==> config.mk <==
export PLATFORM = sky130hd
export DESIGN_NAME = lockstep_fault_monitor
export DESIGN_NICKNAME = d
export VERILOG_FILES = /design/src/rtl/lsfm_pkg.sv /design/src/rtl/lsfm_ctrl.sv /design/src/rtl/lsfm_dp.sv /design/src/rtl/lockstep_fault_monitor.sv
export SDC_FILE = /design/constraint.sdc
export NUM_CORES = 1
export LEC_CHECK = 0
export BUFFER_PORTS_ARGS = -buffer_cell sky130_fd_sc_hd__buf_2
export CAP_MARGIN = 40
export CORE_UTILIZATION = 44
export DETAILED_ROUTE_END_ITERATION = 12
export PLACE_DENSITY = 0.87
export SLEW_MARGIN = 30
export SYNTH_ARGS = -nofsm -noshare
export SYNTH_HDL_FRONTEND = slang
export SYNTH_HIERARCHICAL = 1
export SYNTH_SLANG_ARGS = --single-unit
==> constraint.sdc <==
create_clock -name clk -period 1.35 [get_ports clk]
set_input_delay 0.27 -clock clk [delete_from_list [all_inputs] [get_ports clk]]
set_output_delay 0.27 -clock clk [all_outputs]
set_load 0.01 [all_outputs]
==> src/rtl/lsfm_pkg.sv <==
package lsfm_pkg;
  localparam int NUM_CPU   = 3;
  localparam int PAIRS     = 3;
  localparam int HALF_W    = 16;
  localparam int STATUS_W  = 2 * HALF_W;
  localparam int LS_LSB    = 0;
  localparam int SLEEP_BIT = 3;
  localparam int FATAL_LSB = 8;
  localparam int SC_LSB    = FATAL_LSB + PAIRS;
  localparam int VOTER_BIT = SC_LSB + PAIRS;
  localparam int ECC_BIT   = VOTER_BIT + 1;

  typedef struct packed {
    logic             loadLs;
    logic [PAIRS-1:0] lsVal;
    logic             loadSc;
    logic [PAIRS-1:0] scVal;
    logic             setVoter;
    logic             setEcc;
    logic             sleepVal;
  } detStrobeT;
endpackage

==> src/rtl/lsfm_ctrl.sv <==
module lsfm_ctrl
  import lsfm_pkg::*;
#(
  parameter int BUS_W = 32
) (
  input  logic [BUS_W-1:0] busA,
  input  logic [BUS_W-1:0] busB,
  input  logic [BUS_W-1:0] busC,
  input  logic             cmpValid,
  input  logic [PAIRS-1:0] selfChkErr,
  input  logic             voterErr,
  input  logic             eccUncorr,
  input  logic             sleepRstCfg,
  input  logic             lsHeld,
  input  logic             scHeld,
  output detStrobeT        strb
);
  logic [BUS_W-1:0] busArr [NUM_CPU];
  logic [PAIRS-1:0] pairDiff;

  assign busArr[0] = busA;
  assign busArr[1] = busB;
  assign busArr[2] = busC;

  // pair p: 0 -> (1,2), 1 -> (1,3), 2 -> (2,3)
  for (genvar p = 0; p < PAIRS; p++) begin : g_pair
    localparam int LO = (p == 2) ? 1 : 0;
    localparam int HI = (p == 0) ? 1 : 2;
    assign pairDiff[p] = cmpValid && (busArr[LO] != busArr[HI]);
  end

  always_comb begin
    strb.loadLs   = !lsHeld && (|pairDiff);
    strb.lsVal    = pairDiff;
    strb.loadSc   = !scHeld && (|selfChkErr);
    strb.scVal    = selfChkErr;
    strb.setVoter = voterErr;
    strb.setEcc   = eccUncorr;
    strb.sleepVal = sleepRstCfg;
  end
endmodule

==> src/rtl/lsfm_dp.sv <==
module lsfm_dp
  import lsfm_pkg::*;
(
  input  logic              clk,
  input  logic              rstN,
  input  detStrobeT         strb,
  output logic [HALF_W-1:0] half,
  output logic              lsHeld,
  output logic              scHeld
);
  logic [PAIRS-1:0] lsQ;
  logic [PAIRS-1:0] scQ;
  logic             voterQ;
  logic             eccQ;
  logic             sleepQ;

  always_ff @(posedge clk) begin
    if (!rstN) begin
      lsQ    <= '0;
      scQ    <= '0;
      voterQ <= 1'b0;
      eccQ   <= 1'b0;
      sleepQ <= 1'b0;
    end else begin
      if (strb.loadLs) lsQ <= strb.lsVal;
      if (strb.loadSc) scQ <= strb.scVal;
      if (strb.setVoter) voterQ <= 1'b1;
      if (strb.setEcc) eccQ <= 1'b1;
      sleepQ <= strb.sleepVal;
    end
  end

  assign lsHeld = |lsQ;
  assign scHeld = |scQ;

  always_comb begin
    half = '0;
    half[LS_LSB +: PAIRS]    = lsQ;
    half[SLEEP_BIT]          = sleepQ;
    half[FATAL_LSB +: PAIRS] = lsQ;
    half[SC_LSB +: PAIRS]    = scQ;
    half[VOTER_BIT]          = voterQ;
    half[ECC_BIT]            = eccQ;
  end

  a_r2_ls_hold: assert property (@(posedge clk) disable iff (!rstN)
    (lsQ != '0) |=> $stable(lsQ));
  a_r4_sc_hold: assert property (@(posedge clk) disable iff (!rstN)
    (scQ != '0) |=> $stable(scQ));
  a_r6_voter_sticky: assert property (@(posedge clk) disable iff (!rstN)
    voterQ |=> voterQ);
  a_r6_ecc_sticky: assert property (@(posedge clk) disable iff (!rstN)
    eccQ |=> eccQ);
endmodule

==> src/rtl/lockstep_fault_monitor.sv <==
module lockstep_fault_monitor
  import lsfm_pkg::*;
#(
  parameter int BUS_W = 32
) (
  input  logic                clk,
  input  logic                rstN,
  input  logic                cmpValid,
  input  logic [BUS_W-1:0]    busA,
  input  logic [BUS_W-1:0]    busB,
  input  logic [BUS_W-1:0]    busC,
  input  logic [PAIRS-1:0]    selfChkErr,
  input  logic                voterErr,
  input  logic                eccUncorr,
  input  logic                sleepRstCfg,
  output logic [STATUS_W-1:0] faultStatus,
  output logic                fatalAny
);
  localparam int COPIES = 2;

  detStrobeT         strbArr [COPIES];
  logic [HALF_W-1:0] halfArr [COPIES];
  logic [COPIES-1:0] lsHeldV;
  logic [COPIES-1:0] scHeldV;

  // copy 0 = primary (low half), copy 1 = redundant (high half)
  for (genvar c = 0; c < COPIES; c++) begin : g_copy
    lsfm_ctrl #(.BUS_W(BUS_W)) u_ctrl (
      .busA(busA), .busB(busB), .busC(busC), .cmpValid(cmpValid),
      .selfChkErr(selfChkErr), .voterErr(voterErr), .eccUncorr(eccUncorr),
      .sleepRstCfg(sleepRstCfg), .lsHeld(lsHeldV[c]), .scHeld(scHeldV[c]),
      .strb(strbArr[c])
    );
    lsfm_dp u_dp (
      .clk(clk), .rstN(rstN), .strb(strbArr[c]), .half(halfArr[c]),
      .lsHeld(lsHeldV[c]), .scHeld(scHeldV[c])
    );
    assign faultStatus[c*HALF_W +: HALF_W] = halfArr[c];
  end

  assign fatalAny = (|faultStatus[FATAL_LSB +: 8])
                  | (|faultStatus[HALF_W + FATAL_LSB +: 8]);

  a_r3_gated: assert property (@(posedge clk) disable iff (!rstN)
    (!cmpValid && faultStatus[2:0] == '0) |=> (faultStatus[2:0] == '0));
  a_r5_mirror: assert property (@(posedge clk) disable iff (!rstN)
    faultStatus[10:8] == faultStatus[2:0]);
  a_r8_halves_agree: assert property (@(posedge clk) disable iff (!rstN)
    faultStatus[31:16] == faultStatus[15:0]);
  a_r9_reserved: assert property (@(posedge clk) disable iff (!rstN)
    (faultStatus[7:4] == '0) && (faultStatus[23:20] == '0));
  a_r10_reset: assert property (@(posedge clk)
    !rstN |=> (faultStatus == '0));
  a_r11_fatal_sticky: assert property (@(posedge clk) disable iff (!rstN)
    fatalAny |=> fatalAny);
endmodule

# Word-level counts from Yosys, hierarchy flattened
# Index checks and enable logic that the tools add are counted.
# op_classes
div_mod_pow	0
multipliers	0
n_eq_ne	3
shift	0
add_sub_neg	0
muxes	0
n_lt_le_gt_ge	0
reduce_logical	19
bitwise_logic	1
# op_table
op	n
$ne A32 B32 Y1	3
$reduce_or A3 Y1	6
$reduce_or A8 Y1	2
$logic_and A1 B1 Y1	7
$logic_not A1 Y1	4
$or A1 B1 Y1	1
# word_totals
latchBits	0
input_bits	105
out_inout_bits	33
ramBits	0
mem_bits_ro	0
memories	0
regBits	15
wordCells	30

# Depth between registers and ports, before layout
# Gate-level depths: netlist (run 1).
# depth
depth_word	4
mapped_depth	6
ltp_nobuf	6

# Modules after synthesis
# Netlist (run 1), hierarchy kept.
# modules_own_cells
module	instances	seq_area_each_um2	area_each_um2	cells_per_inst
lsfm_ctrl	2	0.0	1119.8	139
lsfm_dp	2	180.2	390.4	37
lockstep_fault_monitor	1	0.0	31.3	5

# Least setup slack after synthesis (run 1)
# No wires, ideal clock.
# synth_timing
path_kind	register -> register
start	register g_copy[0].u_dp.lsQ[2]
end	register g_copy[0].u_dp.lsQ[0]
required_time_ns	1.234
synth_period_minus_slack_ns	1.534
n_path_buf	0
setup_slack_ns	-0.184
setup_ns	0.116
path_stages_with_launch	6
t_arrival_ns	1.418
cell_sequence	dfxtp_1 or3_1 nand2b_1 a41oi_1 mux2i_1 nor2b_1
# synth_lines
item	line	source
start: declaration	lsfm_dp.sv:11	logic [PAIRS-1:0] lsQ;
start signal: assignment	lsfm_dp.sv:25	if (strb.loadLs) lsQ <= strb.lsVal;

==> run metrics, run 1 <==
Final setup viols=7; Buf+Inv Stages, Crit Path=2; Rows=29; CTS Sinks=18; DIE HEIGHT=85.3 um; clk_skew=0.495 ps; Startpoint Class=primary input; min Tclk post-route=1560 ps; Syn Inst Count=357; RSZ-0062 raised after global routing=true; CTS tree=done; io pins=138; CP top delay family=simple AND/OR/NAND/NOR gates; outcome=finished, violations left; DP Area=4100 sq um; commonest non-fill, non-tap cell in the layout=xnor2_1; DRC=0; vias in the first global route=3243; worst setup margin=-208 ps; Synth Area in Adders=0; die area=7270 sq um; VDD IR max=633 uV; Max-Cap Viols=0; Hold Violations, Final=0; worst-path cell chain=buf_2 > buf_4 > xnor2_1 > nand4_1 > nor4_2 > a21boi_0 > mux2i_1 > nor2b_1; Synth Register Bits=18; final hold slack=232 ps; # diodes=0; DRT Wirelength=9.55 mm; period utilization=1.15; data arrival time of the worst path=1700 ps; Final Net Count=622; Starting DRT DRC Count=85; Clock Latency Late Sink=250 ps; Bufs on Longest Clock Path=2; CP required=1490 ps; Util after Layout=0.691; Avg Inst Size Synth=8.55 sq um; Die Wd=85.3 um; Hold/Removal Path Class=in2reg; Clk pin slew, worst setup/hold paths=70 ps; mux cell area share after synthesis=0.0394; routed vias=3148; Area Overhead vs Synth=47.8%; port bufs=129; Seq/Total Area, Yosys=0.118; WS Path Type=in2reg; largest family of logic cells by synthesized area=XOR/XNOR gates; antenna violations before repair=0; dpl hpwl=7.64 mm; pre-CTS worst setup slack=-482 ps; crit-path max FO=3; fin. max-slew vios=0; failing checks=setup timing; Compound-Gate Fraction of Synth Area=0.0303; GP Congestion=0.910; PwrDens=597 nW/um^2; Initial Util=0.467; Finished Cell Area=4510 sq um; Max stage delay cell, worst path=nor4_2; Lkg Pwr=0.00184 uW; maximum clock frequency=642 MHz; CP max stage delay=350 ps; via-per-instance ratio=5.31; Core Footprint=6530 sq um; xor/xnor share of the synthesized area=0.551; Total GRT Usage=0.252; Synth Area in Simple Gates=0.180; yosys warns=6; Setup crit end kind=flip-flop; first-pass GRT wire length=14.8 mm; H-tree depth=1; CTS root buf=clkbuf_8; routed len/inst=16.1 um; fraction of layout cells with a size suffix above 1=0.442; cts bufs inserted=3; Detailed Routing Iterations Pass 1=4; largest net degree at the start of global routing=19; Post-Syn Area=3050 sq um; Hold Buf Count CTS=0; synth unique cells=16; Overflow after GRT=0; post-route ant nets=0; most frequent cells in the layout=xnor2_1 (170), buf_2 (116), buf_4 (50), nand4_1 (49), xnor2_2 (22)
area by class of cell:
class                   count  area (sq um)
clock buffers               4          55.1
multi-input cells         313          2860
repair buffers            181          1130
flip-flops and latches     18           364
well taps                  77          96.3
fillers                   496          2020
state kept, by name (all words and copies together) (netlist names):
signal and cells:
g_copy.u_dp/lsQ 6, g_copy.u_dp/scQ 6, g_copy.u_dp/eccQ 2, g_copy.u_dp/sleepQ 2, g_copy.u_dp/voterQ 2
synthesized netlist by cell type (all sizes together):
master	number	area, sq um
xnor2	192	1680
nand2b	2	12.5
or3	4	25.0
mux2i	12	120
and2	2	12.5
nor2b	12	75.1
nand4	49	307
conb	2	7.51
dfxtp	18	360
nor2	2	7.51
nor3	2	10.0
o21a	4	30.0
a41oi	2	17.5
buf	32	240
a21boi	6	45.0
nor4	16	100
power by group:
part / switching (uW) / total (uW) / internal (uW)
sequential: 37.0 / 618 / 581
combinational: 777 / 1640 / 860
clock: 179 / 438 / 259
worst paths after layout:
| path | startpoint | to | slack, ps | cells past startpoint |
|---|---|---|---|---|
| setup / recovery | busC[20] | g_copy[0].u_dp/lsQ[2]$_SDFFE_PN0P_ | -210 | 8 |
| hold / removal | eccUncorr | g_copy[0].u_dp/eccQ$_SDFFE_PN0P_ | 230 | 2 |
| setup reg to reg | g_copy[0].u_dp/lsQ[1]$_SDFFE_PN0P_ | g_copy[0].u_dp/lsQ[0]$_SDFFE_PN0P_ | -150 | 5 |
| hold reg to reg | g_copy[1].u_dp/eccQ$_SDFFE_PN0P_ | g_copy[1].u_dp/eccQ$_SDFFE_PN0P_ | 500 | 1 |
metal layers:
metal | vias to the layer above | part of all wire | GRT usage
li1 | 1528 | - | -
met1 | 1459 | 0.41 | 0.308
met2 | 139 | 0.51 | 0.474
met3 | 22 | 0.057 | 0.0282
met4 | 0 | 0.019 | 0.0500
met5 | - | 0 | 0
metrics by stage:
step,power (uW),setup TNS [ps],std cells
2_1_floorplan,1500,-324,363
3_3_place_gp,2040,-2080,584
3_5_place_dp,2090,-2720,584
4_1_cts,2620,-901,592
5_1_grt,2840,-1680,593
6_report,2690,-1230,593
cells by family (layout without fill, tap and decap cells):
kind of cell | after synthesis | in the layout
and+or+nand+nor | 89 | 89
muxes | 12 | 12
AOI/OAI and AO/OA | 12 | 12
buffers and inverters | 32 | 185
DFF | 18 | 18
other | 2 | 8
xor gates and xnor gates | 192 | 192
timing repair:
item,4_1_cts,5_1_grt
setup endpoints to repair,10,13
hold endpoints to repair,0,0
pin swaps,17,19
setup buffers,4,1
resized for setup,36,29
(Power assumes the default switching activity.)
==> run 2: changes to the inputs <==
- CAP_MARGIN: 40 -> 20
- CORE_MARGIN: default -> 2
- CORE_UTILIZATION: 44 -> 40
- PLACE_DENSITY: 0.87 -> 0.81
==> run metrics, run 2 (synthesized netlist as in run 1, its figures left out) <==
outcome=finished, violations left; failing checks=setup timing; H-tree depth=1; Hold Path Origin=voterErr; DIE HEIGHT=91.3 um; reg2reg start=g_copy[0].u_dp/lsQ[1]$_SDFFE_PN0P_; Hold Buf Count CTS=0; post-route ant nets=0; routed vias=3211; Startpoint Class=primary input; GP Congestion=0.960; Hold Violations, Final=0; routed len/inst=17.0 um; CP Launch Point=busA[24]; Clk pin slew, worst setup/hold paths=60 ps; reg2reg setup slack=-110 ps; Initial Util=0.416; placed insts=605; Bufs on Longest Clock Path=2; Final Net Count=618; period utilization=1.18; Final setup viols=7; cts bufs inserted=3; io pins=138; Starting DRT DRC Count=133; maximum clock frequency=628 MHz; Clock Latency Late Sink=250 ps; most frequent cells in the layout=xnor2_1 (139), buf_2 (95), buf_4 (62), xnor2_2 (52), nand4_1 (49); Detailed Routing Iterations Pass 1=4; commonest non-fill, non-tap cell in the layout=xnor2_1; Rows=31; CP required=1490 ps; PwrDens=571 nW/um^2; Max-Cap Viols=0; fin. max-slew vios=0; vias in the first global route=3233; Die Wd=91.3 um; Area Overhead vs Synth=57.9%; Overflow after GRT=0; CTS root buf=clkbuf_8; wire length on met2=5.36 mm; die area=8340 sq um; Core Footprint=7330 sq um; Hold/Removal Path Class=in2reg; Routed met3 length=651 um; data arrival time of the worst path=1740 ps; DRT Wirelength=10.4 mm; Post-Route M1 WL=4.12 mm; crit-path max FO=4; post-route insts no fill=611; clk_skew=2.26 ps; via-per-instance ratio=5.26; Setup crit end kind=flip-flop; Top Metal Used=met4; VDD IR max=619 uV; Critical Path Sink=g_copy[1].u_dp/lsQ[0]$_SDFFE_PN0P_; R2R Path End=g_copy[0].u_dp/lsQ[2]$_SDFFE_PN0P_; largest net degree at the start of global routing=19; Lkg Pwr=0.00203 uW; worst r2r path cells=5; antenna violations before repair=1; CTS tree=done; fraction of layout cells with a size suffix above 1=0.499; worst setup margin=-244 ps; WS Path Type=in2reg; DRC=0; Total Power=2750 uW; top flop regs=g_copy.u_dp/lsQ (6), g_copy.u_dp/scQ (6); CTS Sinks=18; first-pass GRT wire length=15.1 mm; dpl hpwl=7.95 mm; Total GRT Usage=0.223; RSZ-0062 raised after global routing=true; min Tclk post-route=1590 ps; port bufs=129
==> run 2: changes by cell type in the layout (fill, tap and decap cells not counted), moves of 3 or more <==
cell     delta
buf_4      +12
buf_6       +8
buf_8       -3
xnor2_2    +30
xnor2_1    -31
buf_2      -21
==> run 2: worst max-delay path, stage by stage <==
cell     delay (ps)
buf_4           160
xnor2_2         220
nand4_1         200
nor4_4          430
a41oi_4         210
mux2i_1         180
nor2b_1          60
==> run 2: final cells by class <==
class | instances | area [sq um]
multi-input cells | 313 | 3120
fillers | 569 | 2510
repair buffers | 177 | 1160
flip-flops and latches | 18 | 364
well taps | 99 | 124
clock buffers | 3 | 41.3
diodes | 1 | 2.50
==> run 2: report_power, final <==
group	switching, uW	internal [uW]
sequential	35.9	582
clock	165	198
combinational	835	935
total	1040	1710
==> run 2: per-stage QoR <==
step	hold WS, ps	setup slack (ps)	setup TNS (ps)	instance area [sq um]	utilization
4_1_cts	231	-131	-729	4390	0.598
3_3_place_gp	470	-364	-2140	4120	0.563
6_report	232	-244	-1320	4820	0.657
2_1_floorplan	387	-55.6	-324	3250	-
5_1_grt	234	-302	-1620	4810	0.657
3_5_place_dp	492	-421	-2450	4120	0.563
==> run 2: how the worst min path moves through the flow <==
stage	end	slack, ps	cells past startpoint
after CTS	g_copy[1].u_dp/voterQ$_SDFFE_PN0P_	230	2
after detailed placement	g_copy[1].u_dp/voterQ$_SDFFE_PN0P_	490	2
final	g_copy[1].u_dp/voterQ$_SDFFE_PN0P_	230	2
after floorplan	g_copy[0].u_dp/eccQ$_SDFFE_PN0P_	390	1
after global routing	g_copy[1].u_dp/voterQ$_SDFFE_PN0P_	230	2
after global placement	g_copy[0].u_dp/eccQ$_SDFFE_PN0P_	470	1
==> run 2: timing repair <==
item | CTS | global route
buffers inserted | 2 | 0
gates resized for setup | 39 | 103
pin swaps | 41 | 40
setup endpoints to repair | 10 | 13
==> run 2: per-layer routing <==
metal,up-vias,track usage
li1,1516,-
met5,-,0
met2,140,0.417
met3,34,0.0324
met1,1521,0.266
met4,0,0.0568
